<file path="src/rtl/lsg_pkg.sv">
package lsg_pkg;
    typedef enum logic [1:0] {
        ST_RUN     = 2'd0,
        ST_HALT    = 2'd1,
        ST_RECOVER = 2'd2,
        ST_RESYNC  = 2'd3
    } lsg_state_e;
endpackage

</file>
<file path="src/rtl/lsg_cmp.sv">
module lsg_cmp #(
    parameter int W = 8
) (
    input  logic         a_vld,
    input  logic         b_vld,
    input  logic [W-1:0] a_bus,
    input  logic [W-1:0] b_bus,
    output logic         mism
);
    // Data fields only matter when both cores present a beat
    always_comb begin
        mism = (a_vld != b_vld) || (a_vld && b_vld && (a_bus != b_bus));
    end
endmodule

</file>
<file path="src/rtl/lsg_ctrl.sv">
module lsg_ctrl
    import lsg_pkg::*;
#(
    parameter int LEN_W = 8
) (
    input  logic             clk,
    input  logic             rst_n,
    input  logic             trip,
    input  logic             mode_in,
    input  logic [LEN_W-1:0] len_in,
    input  logic             rdy_ok,
    input  lsg_state_e       st_v,
    input  logic [LEN_W-1:0] cnt_v,
    input  logic             mode_v,
    output lsg_state_e       st_q,
    output logic [LEN_W-1:0] cnt_q,
    output logic             mode_q
);
    localparam logic [LEN_W-1:0] ONE = LEN_W'(1);

    lsg_state_e       st_d;
    logic [LEN_W-1:0] cnt_d;
    logic             mode_d;

    // Next state is computed from the voted copy so all replicas reconverge
    always_comb begin
        st_d   = st_v;
        cnt_d  = cnt_v;
        mode_d = mode_v;
        unique case (st_v)
            ST_RUN: begin
                if (trip) st_d = ST_HALT;
            end
            ST_HALT: begin
                st_d   = ST_RECOVER;
                mode_d = mode_in;
                cnt_d  = (len_in == '0) ? ONE : len_in;
            end
            ST_RECOVER: begin
                if (cnt_v <= ONE) st_d = ST_RESYNC;
                else              cnt_d = cnt_v - ONE;
            end
            ST_RESYNC: begin
                if (rdy_ok) st_d = ST_RUN;
            end
            default: st_d = ST_RUN;
        endcase
    end

    always_ff @(posedge clk) begin
        if (!rst_n) begin
            st_q   <= ST_RUN;
            cnt_q  <= '0;
            mode_q <= 1'b0;
        end else begin
            st_q   <= st_d;
            cnt_q  <= cnt_d;
            mode_q <= mode_d;
        end
    end


    halt_one_cycle_chk: assert property (@(posedge clk) disable iff (!rst_n)
        (st_v == ST_HALT) |=> (st_q == ST_RECOVER));


    recover_hold_chk: assert property (@(posedge clk) disable iff (!rst_n)
        (st_v == ST_RECOVER && cnt_v > ONE) |=> (st_q == ST_RECOVER));
endmodule

</file>
<file path="src/rtl/lockstep_guard.sv">
module lockstep_guard
    import lsg_pkg::*;
#(
    parameter int ADDR_W = 32,
    parameter int DATA_W = 32,
    parameter int CTL_W  = 4,
    parameter int LEN_W  = 8,
    parameter int CNT_W  = 16
) (
    input  logic              clk,
    input  logic              rst_n,
    input  logic              a_vld,
    input  logic [ADDR_W-1:0] a_addr,
    input  logic [DATA_W-1:0] a_wdata,
    input  logic [CTL_W-1:0]  a_ctl,
    input  logic              b_vld,
    input  logic [ADDR_W-1:0] b_addr,
    input  logic [DATA_W-1:0] b_wdata,
    input  logic [CTL_W-1:0]  b_ctl,
    input  logic              a_ready,
    input  logic              b_ready,
    input  logic              recov_mode,
    input  logic [LEN_W-1:0]  recov_len,
    output logic              sys_vld,
    output logic [ADDR_W-1:0] sys_addr,
    output logic [DATA_W-1:0] sys_wdata,
    output logic [CTL_W-1:0]  sys_ctl,
    output logic              core_halt,
    output logic              core_rollback,
    output logic              core_reboot,
    output logic [CNT_W-1:0]  err_count,
    output logic              chk_fault
);
    localparam int BUS_W  = ADDR_W + DATA_W + CTL_W;
    localparam int COPIES = 3;

    logic [BUS_W-1:0] a_bus, b_bus;
    assign a_bus = {a_addr, a_wdata, a_ctl};
    assign b_bus = {b_addr, b_wdata, b_ctl};

    logic [COPIES-1:0]            mm_c;
    logic [COPIES-1:0][1:0]       st_c;
    logic [COPIES-1:0][LEN_W-1:0] cnt_c;
    logic [COPIES-1:0]            mode_c;

    logic             mm_v;
    logic [1:0]       st_bits;
    lsg_state_e       st_v;
    logic [LEN_W-1:0] cnt_v;
    logic             mode_v;

    // Majority voters
    assign mm_v    = (mm_c[0] & mm_c[1]) | (mm_c[0] & mm_c[2]) | (mm_c[1] & mm_c[2]);
    assign st_bits = (st_c[0] & st_c[1]) | (st_c[0] & st_c[2]) | (st_c[1] & st_c[2]);
    assign st_v    = lsg_state_e'(st_bits);
    assign cnt_v   = (cnt_c[0] & cnt_c[1]) | (cnt_c[0] & cnt_c[2]) | (cnt_c[1] & cnt_c[2]);
    assign mode_v  = (mode_c[0] & mode_c[1]) | (mode_c[0] & mode_c[2]) | (mode_c[1] & mode_c[2]);

    logic trip;
    assign trip = mm_v && (st_v == ST_RUN);

    for (genvar g = 0; g < COPIES; g++) begin : g_copy
        lsg_state_e st_q_g;

        lsg_cmp #(.W(BUS_W)) u_cmp (
            .a_vld (a_vld),
            .b_vld (b_vld),
            .a_bus (a_bus),
            .b_bus (b_bus),
            .mism  (mm_c[g])
        );

        lsg_ctrl #(.LEN_W(LEN_W)) u_ctrl (
            .clk     (clk),
            .rst_n   (rst_n),
            .trip    (trip),
            .mode_in (recov_mode),
            .len_in  (recov_len),
            .rdy_ok  (a_ready && b_ready),
            .st_v    (st_v),
            .cnt_v   (cnt_v),
            .mode_v  (mode_v),
            .st_q    (st_q_g),
            .cnt_q   (cnt_c[g]),
            .mode_q  (mode_c[g])
        );

        assign st_c[g] = st_q_g;
    end

    // Any disagreement among replicas is a checker fault
    assign chk_fault = (mm_c[0] != mm_c[1]) || (mm_c[0] != mm_c[2])
                    || (st_c[0] != st_c[1]) || (st_c[0] != st_c[2])
                    || (cnt_c[0] != cnt_c[1]) || (cnt_c[0] != cnt_c[2])
                    || (mode_c[0] != mode_c[1]) || (mode_c[0] != mode_c[2]);

    logic              pass;
    logic [ADDR_W-1:0] hold_addr;
    logic [DATA_W-1:0] hold_wdata;
    logic [CTL_W-1:0]  hold_ctl;
    logic [CNT_W-1:0]  err_q;

    // Output decode from the voted state
    always_comb begin
        pass          = 1'b0;
        core_halt     = 1'b0;
        core_rollback = 1'b0;
        core_reboot   = 1'b0;
        unique case (st_v)
            ST_RUN: begin
                core_halt = mm_v;
                pass      = a_vld && !mm_v;
            end
            ST_HALT: begin
                core_halt = 1'b1;
            end
            ST_RECOVER: begin
                core_rollback = !mode_v;
                core_reboot   = mode_v;
            end
            ST_RESYNC: begin
                core_halt = 1'b0;
            end
            default: core_halt = 1'b1;
        endcase
    end

    assign sys_vld   = pass;
    assign sys_addr  = pass ? a_addr  : hold_addr;
    assign sys_wdata = pass ? a_wdata : hold_wdata;
    assign sys_ctl   = pass ? a_ctl   : hold_ctl;
    assign err_count = err_q;

    always_ff @(posedge clk) begin
        if (!rst_n) begin
            hold_addr  <= '0;
            hold_wdata <= '0;
            hold_ctl   <= '0;
            err_q      <= '0;
        end else begin
            if (pass) begin
                hold_addr  <= a_addr;
                hold_wdata <= a_wdata;
                hold_ctl   <= a_ctl;
            end
            if (trip && err_q != '1) err_q <= err_q + 1'b1;
        end
    end


    halt_same_cycle_chk: assert property (@(posedge clk) disable iff (!rst_n)
        (st_v == ST_RUN && mm_c[0] && mm_c[1]) |-> (core_halt && !sys_vld));


    held_output_chk: assert property (@(posedge clk) disable iff (!rst_n)
        (!sys_vld) |=> (sys_vld || ($stable(sys_addr) && $stable(sys_wdata) && $stable(sys_ctl))));


    req_exclusive_chk: assert property (@(posedge clk) disable iff (!rst_n)
        !(core_rollback && core_reboot));


    count_only_run_chk: assert property (@(posedge clk) disable iff (!rst_n)
        (st_v != ST_RUN) |=> (err_count == $past(err_count)));


    count_sat_chk: assert property (@(posedge clk) disable iff (!rst_n)
        (err_count == '1) |=> (err_count == '1));


    copies_agree_chk: assert property (@(posedge clk) disable iff (!rst_n)
        !chk_fault);
endmodule

</file>
<file path="config.mk">
export PLATFORM = sky130hd
export DESIGN_NAME = lockstep_guard
export DESIGN_NICKNAME = d
export VERILOG_FILES = /design/src/rtl/lsg_pkg.sv /design/src/rtl/lsg_cmp.sv /design/src/rtl/lsg_ctrl.sv /design/src/rtl/lockstep_guard.sv
export SDC_FILE = /design/constraint.sdc
export NUM_CORES = 1
export LEC_CHECK = 0
export BUFFER_PORTS_ARGS = -buffer_cell sky130_fd_sc_hd__buf_2
export CORE_ASPECT_RATIO = 0.5
export CORE_MARGIN = 8
export CORE_UTILIZATION = 39
export DETAILED_ROUTE_END_ITERATION = 10
export SLEW_MARGIN = 0
export SYNTH_ARGS = -nofsm -noshare
export SYNTH_HDL_FRONTEND = slang
export SYNTH_HIERARCHICAL = 1
export SYNTH_SLANG_ARGS = --single-unit
</file>
<file path="constraint.sdc">
create_clock -name clk -period 4.9 [get_ports clk]
set_input_delay 0.98 -clock clk [delete_from_list [all_inputs] [get_ports clk]]
set_output_delay 0.98 -clock clk [all_outputs]
set_load 0.005 [all_outputs]
</file>
==> run_results.csv, run 1 <==
group,metric,value,unit
run_status,outcome,"complete, no violations",
cells_and_area,fill_cells,2109,
timing,setup_tns,0,ps
worst_setup_path,critPathKind,"in -> out",
global_route,grt_use_total,0.1904,
worst_setup_path,crit_fanout,32,
timing,fin_skew,10.96,ps
synth,synth-main-ff-cell,"dfxtp_1",
clock_network,cts_hold_buf,0,
placement,dp_hpwl,21.13,mm
route,final_antenna_net_count,0,
synth,yosysWarnings,6,
timing,period_needed,4715,ps
cells_and_area,drive_gt1_frac,0.3176,
pwr,irDropWorstVdd,0.2367,mV
hold_path,min_path_type,"reg -> reg",
die,io_pins,240,
cells_and_area,nets,1368,
pwr,p_int,2.329,mW
clock_network,ctsHtreeMaxLevel,4,
timing,worst_pin_slew,932.9,ps
timing,rsz0062_at_grt,"no",
clock_network,cts_sinks,117,
placement,dpl_worst_slack,86.79,ps
cells_and_area,area_growth,25.00,%
pwr,p_sw_frac,0.3307,
synth,synth-edff-count,0,
synth,synthCells,933,
clock_network,clk_latency,430,ps
die,die-area,27380,sq um
route,routed_wl,27.08,mm
synth,ys_seq_area_frac,0.2720,
timing,min_period_over_period,0.9623,
die,core-area,21680,sq um
global_route,overflow,0,
timing,slew_violations,0,
timing,setup_slack,184.6,ps
clock_network,cts-root-buf,"clkbuf_16",
route,dr.pass1.iters,5,
global_route,grt_max_degree,47,
die,start_util,0.3972,
pwr,p_comb_frac,0.323,
synth,netlist_top_cells_area,"dfxtp_1 27%, xor2_1 11%, xnor2_1 10%",
route,vias,7848,
synth,synth.distinct_cells,61,
clock_network,post_cts_resized,0,
timing,max_freq,0.2121,GHz
route,vias_per_cell,5.285,
clock_network,numCtsBuffers,17,
die,die_w,226.2,um
clock_network,path_clk_slew,60,ps
synth,yosysTopAreaCell,"dfxtp_1",
synth,async_flop_share,0,
clock_network,cts_tree,"yes",
worst_setup_path,required,3920,ps
route,wire_per_inst,18.24,um
global_route,antenna_found_initial,1,
worst_setup_path,end_kind,"output port",
synth,syn_nets,1130,
timing,finalSetupViolations,0,
synth,synth_seq_cells,117,
synth,synth_top_area_share,0.2720,
die,die_y,121.1,um
synth,syn-cell-area,8612,sq um
cells_and_area,multi_input_area,6043,sq um
pwr,seqPwrFrac,0.308,
worst_setup_path,worst_setup_path_start_kind,"input pin",
route,drt_iter0_markers,481,
global_route,grt_pass1_vias,7733,
global_route,grt_pass1_wl,41.74,mm
cells_and_area,final-seq-area,2342,sq um
die,num_rows,38,
worst_setup_path,crit_arrival,3740,ps
pwr,switchingPower,1.151,mW
clock_network,cts.path.max_buffers,2,
clock_network,cts_setup_buffers,0,
route,drc,0,
placement,gp_congestion,0.8679,
pwr,clockPowerShare,0.369,
run,cap_viol_max_count,0,
timing,relSlewSlack,0.3729,
placement,port_buffers,239,
pwr,p_per_area,323.3,nW/um^2
pwr,p_leak,4.816,nW
synth,avgSynthCellArea,9.230,sq um
timing,finalHoldViolations,0,
==> final cells by class <==
cell class | instances | area share
clock buffers | 19 | 0.04114
repair buffers | 248 | 0.1197
inverters | 30 | 0.01046
clock inverters | 13 | 0.01464
diodes | 1 | 0.0002325
well taps | 300 | 0.03487
flip-flops and latches | 117 | 0.2176
multi-input cells | 757 | 0.5614
==> Yosys cell counts, types with 4 or more instances <==
cell type,number
nor4_1,48
and2_1,69
nand4_1,42
nand3_1,15
a21oi_1,15
nor2_1,39
nand4b_1,4
and3_1,11
nor3b_1,4
buf_1,5
xnor2_1,103
nor2b_1,9
a32o_1,6
a211o_1,10
mux2i_1,5
nor4_2,5
or3_2,6
buf_4,6
ha_1,46
nand2_1,25
mux2_2,59
clkbuf_1,15
inv_1,28
a31oi_1,9
xor2_1,112
nor3_1,20
or3_1,4
o21ai_0,17
o31a_1,6
dfxtp_1,117
mux2_4,9
==> power groups by stage <==
stage	clock, mW	sequential, mW	combinational, mW
after CTS	1.32	1.07	1.12
after detailed placement	0	1.09	1.11
after floorplan	0	1.08	0.723
final	1.28	1.07	1.13
after global placement	0	1.09	1.09
after global routing	1.36	1.08	1.23
==> final timing paths <==
| check | from | endpoint | slack [ps] | cells past startpoint |
|---|---|---|---|---|
| worst max-delay path | a_ctl[3] | sys_addr[26] | 180 | 14 |
| worst min-delay path | err_count[1] | err_count[1] | 540 | 2 |
| worst max register to register | g_copy[0].u_ctrl/st_q[1] | g_copy[2].u_ctrl/cnt_q[5] | 2100 | 7 |
| worst min register to register | err_count[1] | err_count[1] | 540 | 2 |
==> stage by stage <==
stage	hold WS (ps)	utilization	area, sq um	total power [mW]	cells
after floorplan	499.4	-	8612	1.804	933
after global placement	516.1	0.4677	10140	2.180	1452
after detailed placement	530.8	0.4677	10140	2.207	1452
after CTS	540.6	0.4954	10740	3.513	1484
after global routing	552.3	0.4965	10770	3.672	1485
final	539.2	0.4965	10770	3.480	1485
==> kinds of logic (layout without fill, tap and decap cells) <==
logic type      Yosys count  in the layout  synth area share
mux                      73             73           0.09865
buf+inv                  59            310           0.03022
fa+ha+maj                46             46           0.06683
compound gates          103            103           0.08892
flops                   117            117            0.2720
simple gates            320            320            0.2248
xor+xnor                215            215            0.2187
other cells               0              1                 0
==> state kept, by name, summed over array words and instances (netlist names) <==
| register | count |
|---|---|
| hold_ctl | 4 |
| g_copy.u_ctrl/cnt_q | 24 |
| err_count | 16 |
| g_copy.u_ctrl/mode_q | 3 |
| hold_wdata | 32 |
| g_copy.u_ctrl/st_q | 6 |
| hold_addr | 32 |
==> per-layer routing <==
layer	routed length, um	GRT usage
met1	11240	0.2266
met2	13800	0.3409
met3	1510	0.04270
met4	530	0.05701
met5	0	0
==> cell usage in the layout (no fill, tap or decap), types with 4 or more instances in the layout <==
master	n
a211o_1	10
a21oi_1	15
a31oi_1	9
a32o_1	6
and2_1	69
and3_1	11
buf_2	239
buf_4	7
clkbuf_16	17
clkinv_2	4
clkinvlp_4	4
dfxtp_1	117
ha_1	46
inv_1	28
mux2_2	59
mux2_4	9
mux2i_1	5
nand2_1	25
nand3_1	14
nand4_1	42
nand4b_1	4
nor2_1	39
nor2b_1	9
nor3_1	20
nor3b_1	4
nor4_1	46
nor4_2	6
o21ai_0	17
o31a_1	6
or3_1	4
or3_2	6
xnor2_1	103
xor2_1	112
==> worst max-delay path, stage by stage <==
cell      delay (ps)
buf_2            140
xor2_1           150
nor4_1           350
nand4_1          140
nor4_1           300
buf_4            180
a31oi_1          100
ha_1             200
a211oi_1         230
buf_4            170
nand3_4          100
buf_12           190
mux2_4           340
buf_2            130
Note: power is estimated with default switching activity, not from simulation.
==> run 2: changes to the inputs <==
--- a/config.mk
+++ b/config.mk
@@ -10,8 +10,9 @@
 export CORE_MARGIN = 8
 export CORE_UTILIZATION = 39
 export DETAILED_ROUTE_END_ITERATION = 10
+export PLACE_DENSITY = 0.67
+export RECOVER_POWER = 100
 export SLEW_MARGIN = 0
 export SYNTH_ARGS = -nofsm -noshare
 export SYNTH_HDL_FRONTEND = slang
-export SYNTH_HIERARCHICAL = 1
 export SYNTH_SLANG_ARGS = --single-unit
==> run 2 against run 1 <==
Against the previous run:
- the run now ends with max-capacitance violations, max-slew violations left
- via count fell by 32%
- first-iteration DRC count down 60%
- global-route usage shrank 1.8 points
==> run_results.csv, run 2 <==
group,metric,value,unit
run_status,outcome,"complete, but fails checks",
run_status,violations,"max-capacitance violations, max-slew violations",
pwr,p_per_area,362.3,nW/um^2
timing,worst_pin_slew,2718,ps
synth,yosysTopAreaCell,"dfxtp_1",
placement,dp_hpwl,14.05,mm
synth,avgSynthCellArea,8.929,sq um
synth,synth-main-ff-cell,"dfxtp_1",
synth,syn-cell-area,5902,sq um
route,routed_wl,17.84,mm
placement,dp_cells,1059,
clock_network,cts-root-buf,"clkbuf_16",
synth,synthCells,661,
clock_network,ctsHtreeMaxLevel,3,
hold_path,min_path_type,"reg -> reg",
worst_setup_path,end_kind,"output port",
pwr,p_int,1.705,mW
synth,yosysWarnings,0,
die,start_util,0.4036,
worst_setup_path,worstPathCellList,"clkbuf_1 > xnor2_1 > nand4_1 > nor4_1 > nand3_1 > o31ai_2 > and3_4 > buf_12 > mux2_1 > buf_2",
route,vias_per_cell,4.953,
synth,syn_nets,820,
cells_and_area,multi_input_area,3641,sq um
die,die-area,19560,sq um
timing,min_period_over_period,0.9402,
worst_setup_path,crit_arrival,3630,ps
clock_network,cts_tree,"yes",
placement,gp_congestion,0.8111,
clock_network,post_cts_resized,0,
synth,synth_common_cells,"155 x nand2_1, 95 x dfxtp_1, 70 x mux2i_1",
worst_setup_path,max_stage_delay,370,ps
synth,synth_top_area_share,0.3222,
die,die_y,103.0,um
timing,relSlewSlack,-0.8123,
cells_and_area,stdcell_area,7279,sq um
synth,ys_seq_area_frac,0.3222,
pwr,p_sw_frac,0.3535,
timing,fin_skew,3.784,ps
pwr,p_leak,2.969,nW
timing,slew_violations,66,
cells_and_area,area_growth,23.34,%
route,vias,5329,
die,io_pins,240,
worst_setup_path,worst_setup_path_start_kind,"input pin",
route,drc,0,
route,final_antenna_net_count,0,
clock_network,numCtsBuffers,9,
timing,whs,454.2,ps
timing,rsz0062_at_grt,"no",
cells_and_area,drive_gt1_frac,0.2114,
clock_network,clk_latency,340,ps
placement,placed_area,7106,sq um
cells_and_area,layout_commonest_cell,"buf_2",
clock_network,cts_sinks,95,
timing,period_needed,4607,ps
pwr,switchingPower,0.9323,mW
route,dr.pass1.iters,4,
clock_network,cts.path.max_buffers,2,
timing,setup_slack,292.8,ps
cells_and_area,nets,1031,
global_route,grt_use_total,0.1728,
worst_setup_path,crit_slowest_cell,"mux2_1",
global_route,grt_pass1_wl,27.04,mm
timing,finalHoldViolations,0,
die,core-area,14620,sq um
timing,setup_tns,0,ps
synth,yosysMostFrequentCell,"nand2_1",
cells_and_area,final_util,0.4978,
pwr,power,2.637,mW
cells_and_area,fill_cells,1474,
clock_network,path_clk_slew,60,ps
global_route,grt_pass1_vias,5338,
run,cap_viol_max_count,1,
cells_and_area,fin_cells,1076,
global_route,antenna_found_initial,3,
clock_network,cts_hold_buf,0,
pwr,clockPowerShare,0.265,
worst_setup_path,crit_fanout,71,
pwr,p_comb_frac,0.378,
worst_setup_path,required,3920,ps
timing,finalSetupViolations,0,
timing,max_freq,0.2171,GHz
synth,async_flop_share,0,
synth,synth-edff-count,0,
die,num_rows,31,
clock_network,cts_setup_buffers,0,
die,die_w,190.0,um
placement,dpl_worst_slack,212.9,ps
route,wire_per_inst,16.58,um
synth,synth_seq_cells,95,
global_route,grt_max_degree,83,
worst_setup_path,critPathKind,"in -> out",
placement,port_buffers,238,
pwr,seqPwrFrac,0.357,
cells_and_area,final-seq-area,1902,sq um
cells_and_area,final_cell_mix,"161 x buf_2, 155 x nand2_1, 95 x dfxtp_1, 78 x clkbuf_1, 70 x mux2i_1",
route,drt_iter0_markers,190,
synth,netlist_top_cells_area,"dfxtp_1 32%, mux2_1 13%, mux2i_1 12%",
pwr,irDropWorstVdd,0.1451,mV
synth,synth.distinct_cells,46,
global_route,overflow,0,
-- run 2: cell families (layout without fill, tap and decap cells) --
group	after synthesis	in the layout	synth area share
compound gates	59	59	0.06700
xor+xnor	70	70	0.1039
flops	95	95	0.3222
fa+ha+maj	8	8	0.01696
mux	138	138	0.2485
buf+inv	53	267	0.06042
other cells	1	4	0.0006354
simple gates	237	237	0.1804
-- run 2: worst paths after layout --
| path | startpoint | endpoint | slack [ps] | cells past startpoint |
|---|---|---|---|---|
| worst max-delay path | a_wdata[25] | sys_addr[19] | 290 | 10 |
| worst min register to register | hold_wdata[20] | hold_wdata[20] | 450 | 2 |
| worst max register to register | g_copy[0].u_ctrl.st_q[0] | err_count[4] | 2140 | 6 |
| worst min-delay path | hold_wdata[20] | hold_wdata[20] | 450 | 2 |
-- run 2: cell type report --
cell class,instances,area share
diodes,3,0.001031
clock buffers,10,0.03283
clock inverters,4,0.006531
inverters,9,0.004641
multi-input cells,513,0.5002
flip-flops and latches,95,0.2613
well taps,198,0.03403
repair buffers,244,0.1595
-- run 2: layer usage --
| metal | global-route usage | routed length (um) | up-vias |
|---|---|---|---|
| li1 | - | - | 2720 |
| met1 | 0.2000 | 7576 | 2481 |
| met2 | 0.3134 | 9127 | 112 |
| met3 | 0.04760 | 879 | 16 |
| met4 | 0.04597 | 252 | 0 |
| met5 | 0 | 0 | - |
-- run 2: worst max-delay path, delay by kind of cell --
kind / cells / cell delay (ps)
AO/OA/AOI/OAI: 1 / 280
AND/OR/NAND/NOR: 4 / 980
multiplexers: 1 / 370
XOR/XNOR: 1 / 360
buffers and inverters: 3 / 600
-- run 2: power groups by stage --
stage	Combinational [mW]	Clock, mW	Sequential (mW)
4_1_cts	1.04	0.725	0.941
2_1_floorplan	0.744	0	0.928
3_5_place_dp	1.04	0	0.958
6_report	0.998	0.698	0.942
3_3_place_gp	1.02	0	0.954
5_1_grt	1.11	0.753	0.955
==> run 3: changes to the inputs <==
--- a/config.mk
+++ b/config.mk
@@ -6,11 +6,13 @@
 export NUM_CORES = 1
 export LEC_CHECK = 0
 export BUFFER_PORTS_ARGS = -buffer_cell sky130_fd_sc_hd__buf_2
+export CELL_PAD_IN_SITES_DETAIL_PLACEMENT = 1
+export CELL_PAD_IN_SITES_GLOBAL_PLACEMENT = 1
 export CORE_ASPECT_RATIO = 0.5
 export CORE_MARGIN = 8
-export CORE_UTILIZATION = 39
+export CORE_UTILIZATION = 36
 export DETAILED_ROUTE_END_ITERATION = 10
-export PLACE_DENSITY = 0.67
+export PLACE_DENSITY_LB_ADDON = 0.1
 export RECOVER_POWER = 100
 export SLEW_MARGIN = 0
 export SYNTH_ARGS = -nofsm -noshare
==> run 3 against run 2 <==
Against the previous run:
- the flow still finishes with violations (max-capacitance violations, max-slew violations)
- first-iteration DRC count is 17% lower
- combinational power about the same
- highest routed layer is now met5
- power is 6.2% higher
- largest power group unchanged
- fmax up 0.78%
- utilization is 4.1 points lower
- largest cell class unchanged
- critical path type unchanged
==> run_results.csv, run 3 (same netlist as run 2, synthesis figures left out) <==
group,metric,value,unit
timing,max_freq,0.2187,GHz
worst_setup_path,required,3920,ps
clock_network,path_clk_slew,70,ps
timing,finalHoldViolations,0,
global_route,grt_pass1_wl,31.75,mm
timing,whs,457.5,ps
placement,dpl_worst_slack,294.4,ps
global_route,grt_max_degree,86,
die,die_y,106.5,um
run,cap_viol_max_count,1,
placement,placed_area,7184,sq um
run_status,violations,"max-capacitance violations, max-slew violations",
route,routed_wl,20.20,mm
die,die_w,197.1,um
route,dr.pass1.iters,5,
clock_network,clk_latency,350,ps
timing,min_period_over_period,0.9330,
pwr,p_leak,3.022,nW
timing,setup_tns,0,ps
route,vias,5456,
cells_and_area,multi_input_area,3636,sq um
timing,rsz0062_at_grt,"no",
global_route,grt_use_met1,0.2326,
worst_setup_path,crit_fanout,44,
clock_network,post_cts_resized,0,
pwr,irDropWorstVdd,0.2081,mV
cells_and_area,nets,1035,
route,drc,0,
global_route,gr-usage-met3,0.05927,
timing,fin_skew,8.422,ps
route,wire_per_inst,18.22,um
cells_and_area,final_cell_mix,"162 x buf_2, 155 x nand2_1, 95 x dfxtp_1, 77 x clkbuf_1, 70 x mux2i_1",
die,core-area,16230,sq um
cells_and_area,layout_commonest_cell,"buf_2",
placement,gp_congestion,0.7832,
hold_path,min_path_type,"reg -> reg",
clock_network,cts_tree,"yes",
route,final_antenna_net_count,0,
clock_network,numCtsBuffers,9,
pwr,power,2.801,mW
route,vias_per_cell,4.920,
placement,dp_hpwl,16.08,mm
timing,finalSetupViolations,0,
die,io_pins,240,
timing,worst_pin_slew,1685,ps
clock_network,cts_sinks,95,
cells_and_area,stdcell_area,7405,sq um
route,drt_iter0_markers,158,
cells_and_area,drive_gt1_frac,0.2168,
clock_network,cts_setup_buffers,0,
clock_network,cts_hold_buf,0,
placement,port_buffers,238,
pwr,p_per_area,378.3,nW/um^2
timing,slew_violations,86,
global_route,overflow,0,
die,die-area,21000,sq um
clock_network,cts.path.max_buffers,2,
global_route,grtUsageMet2,0.3291,
worst_setup_path,worst_setup_path_start_kind,"input pin",
die,num_rows,33,
worst_setup_path,end_kind,"output port",
die,start_util,0.3637,
cells_and_area,fill_cells,2023,
global_route,grt_use_total,0.1902,
cells_and_area,final-seq-area,1902,sq um
clock_network,cts-root-buf,"clkbuf_16",
worst_setup_path,crit_arrival,3590,ps
timing,relSlewSlack,-0.1235,
worst_setup_path,critPathKind,"in -> out",
cells_and_area,area_growth,25.46,%
global_route,antenna_found_initial,5,
run_status,outcome,"complete, but fails checks",
timing,period_needed,4572,ps
global_route,grt_pass1_vias,5801,
clock_network,ctsHtreeMaxLevel,3,
timing,setup_slack,328.3,ps
global_route,grt-busiest-layer,"met2",
[run 3: cell count changes in the layout (fill, tap and decap cells not counted), moves of 2 or more]
| cell | change |
|---|---|
| buf_4 | +2 |
| bufinv_16 | +2 |
| clkbuf_2 | +2 |
| diode_2 | -2 |
[run 3: stage by stage]
step           std cells  utilization
5_1_grt             1109       0.4563
3_3_place_gp        1092       0.4427
2_1_floorplan        661            -
3_5_place_dp        1092       0.4427
4_1_cts             1108       0.4641
6_report            1109       0.4563
[run 3: path summary, 6_finish.rpt]
kind | end | from | cells after the start | slack [ps]
worst max-delay path | sys_wdata[17] | a_wdata[25] | 10 | 330
worst min-delay path | hold_wdata[15] | hold_wdata[15] | 2 | 460
worst max register to register | err_count[3] | g_copy[0].u_ctrl.st_q[0] | 6 | 2100
worst min register to register | hold_wdata[15] | hold_wdata[15] | 2 | 460
[run 3: worst max-delay path: stages]
cell and delay [ps]:
buf_2 120, xnor2_1 320, nand4_1 210, nor4_1 320, nand3_1 130, o31ai_1 370
and3_4 310, buf_12 270, mux2_1 390, clkbuf_1 120
[run 3: metal layers]
layer	wire length (um)	up-vias
li1	-	2728
met1	9064	2605
met2	10040	101
met3	959	14
met4	80	8
met5	54	-
[run 3: area by class of cell]
cell class                      instances  share of cell area
Timing Repair Buffer                  248              0.1620
Multi-Input combinational cell        513              0.4910
Clock buffer                           10             0.03227
Tap cell                              227             0.03836
Antenna cell                            1           0.0003380
Sequential cell                        95              0.2568
Clock inverter                          6             0.01453
Inverter                                9            0.004562
[run 3: power breakdown]
group	switching (mW)	internal, mW	total, mW	leakage, nW
logic	0.579	0.444	1.02	2.08
clock network	0.319	0.512	0.831	0.168
registers	0.0812	0.866	0.948	0.771
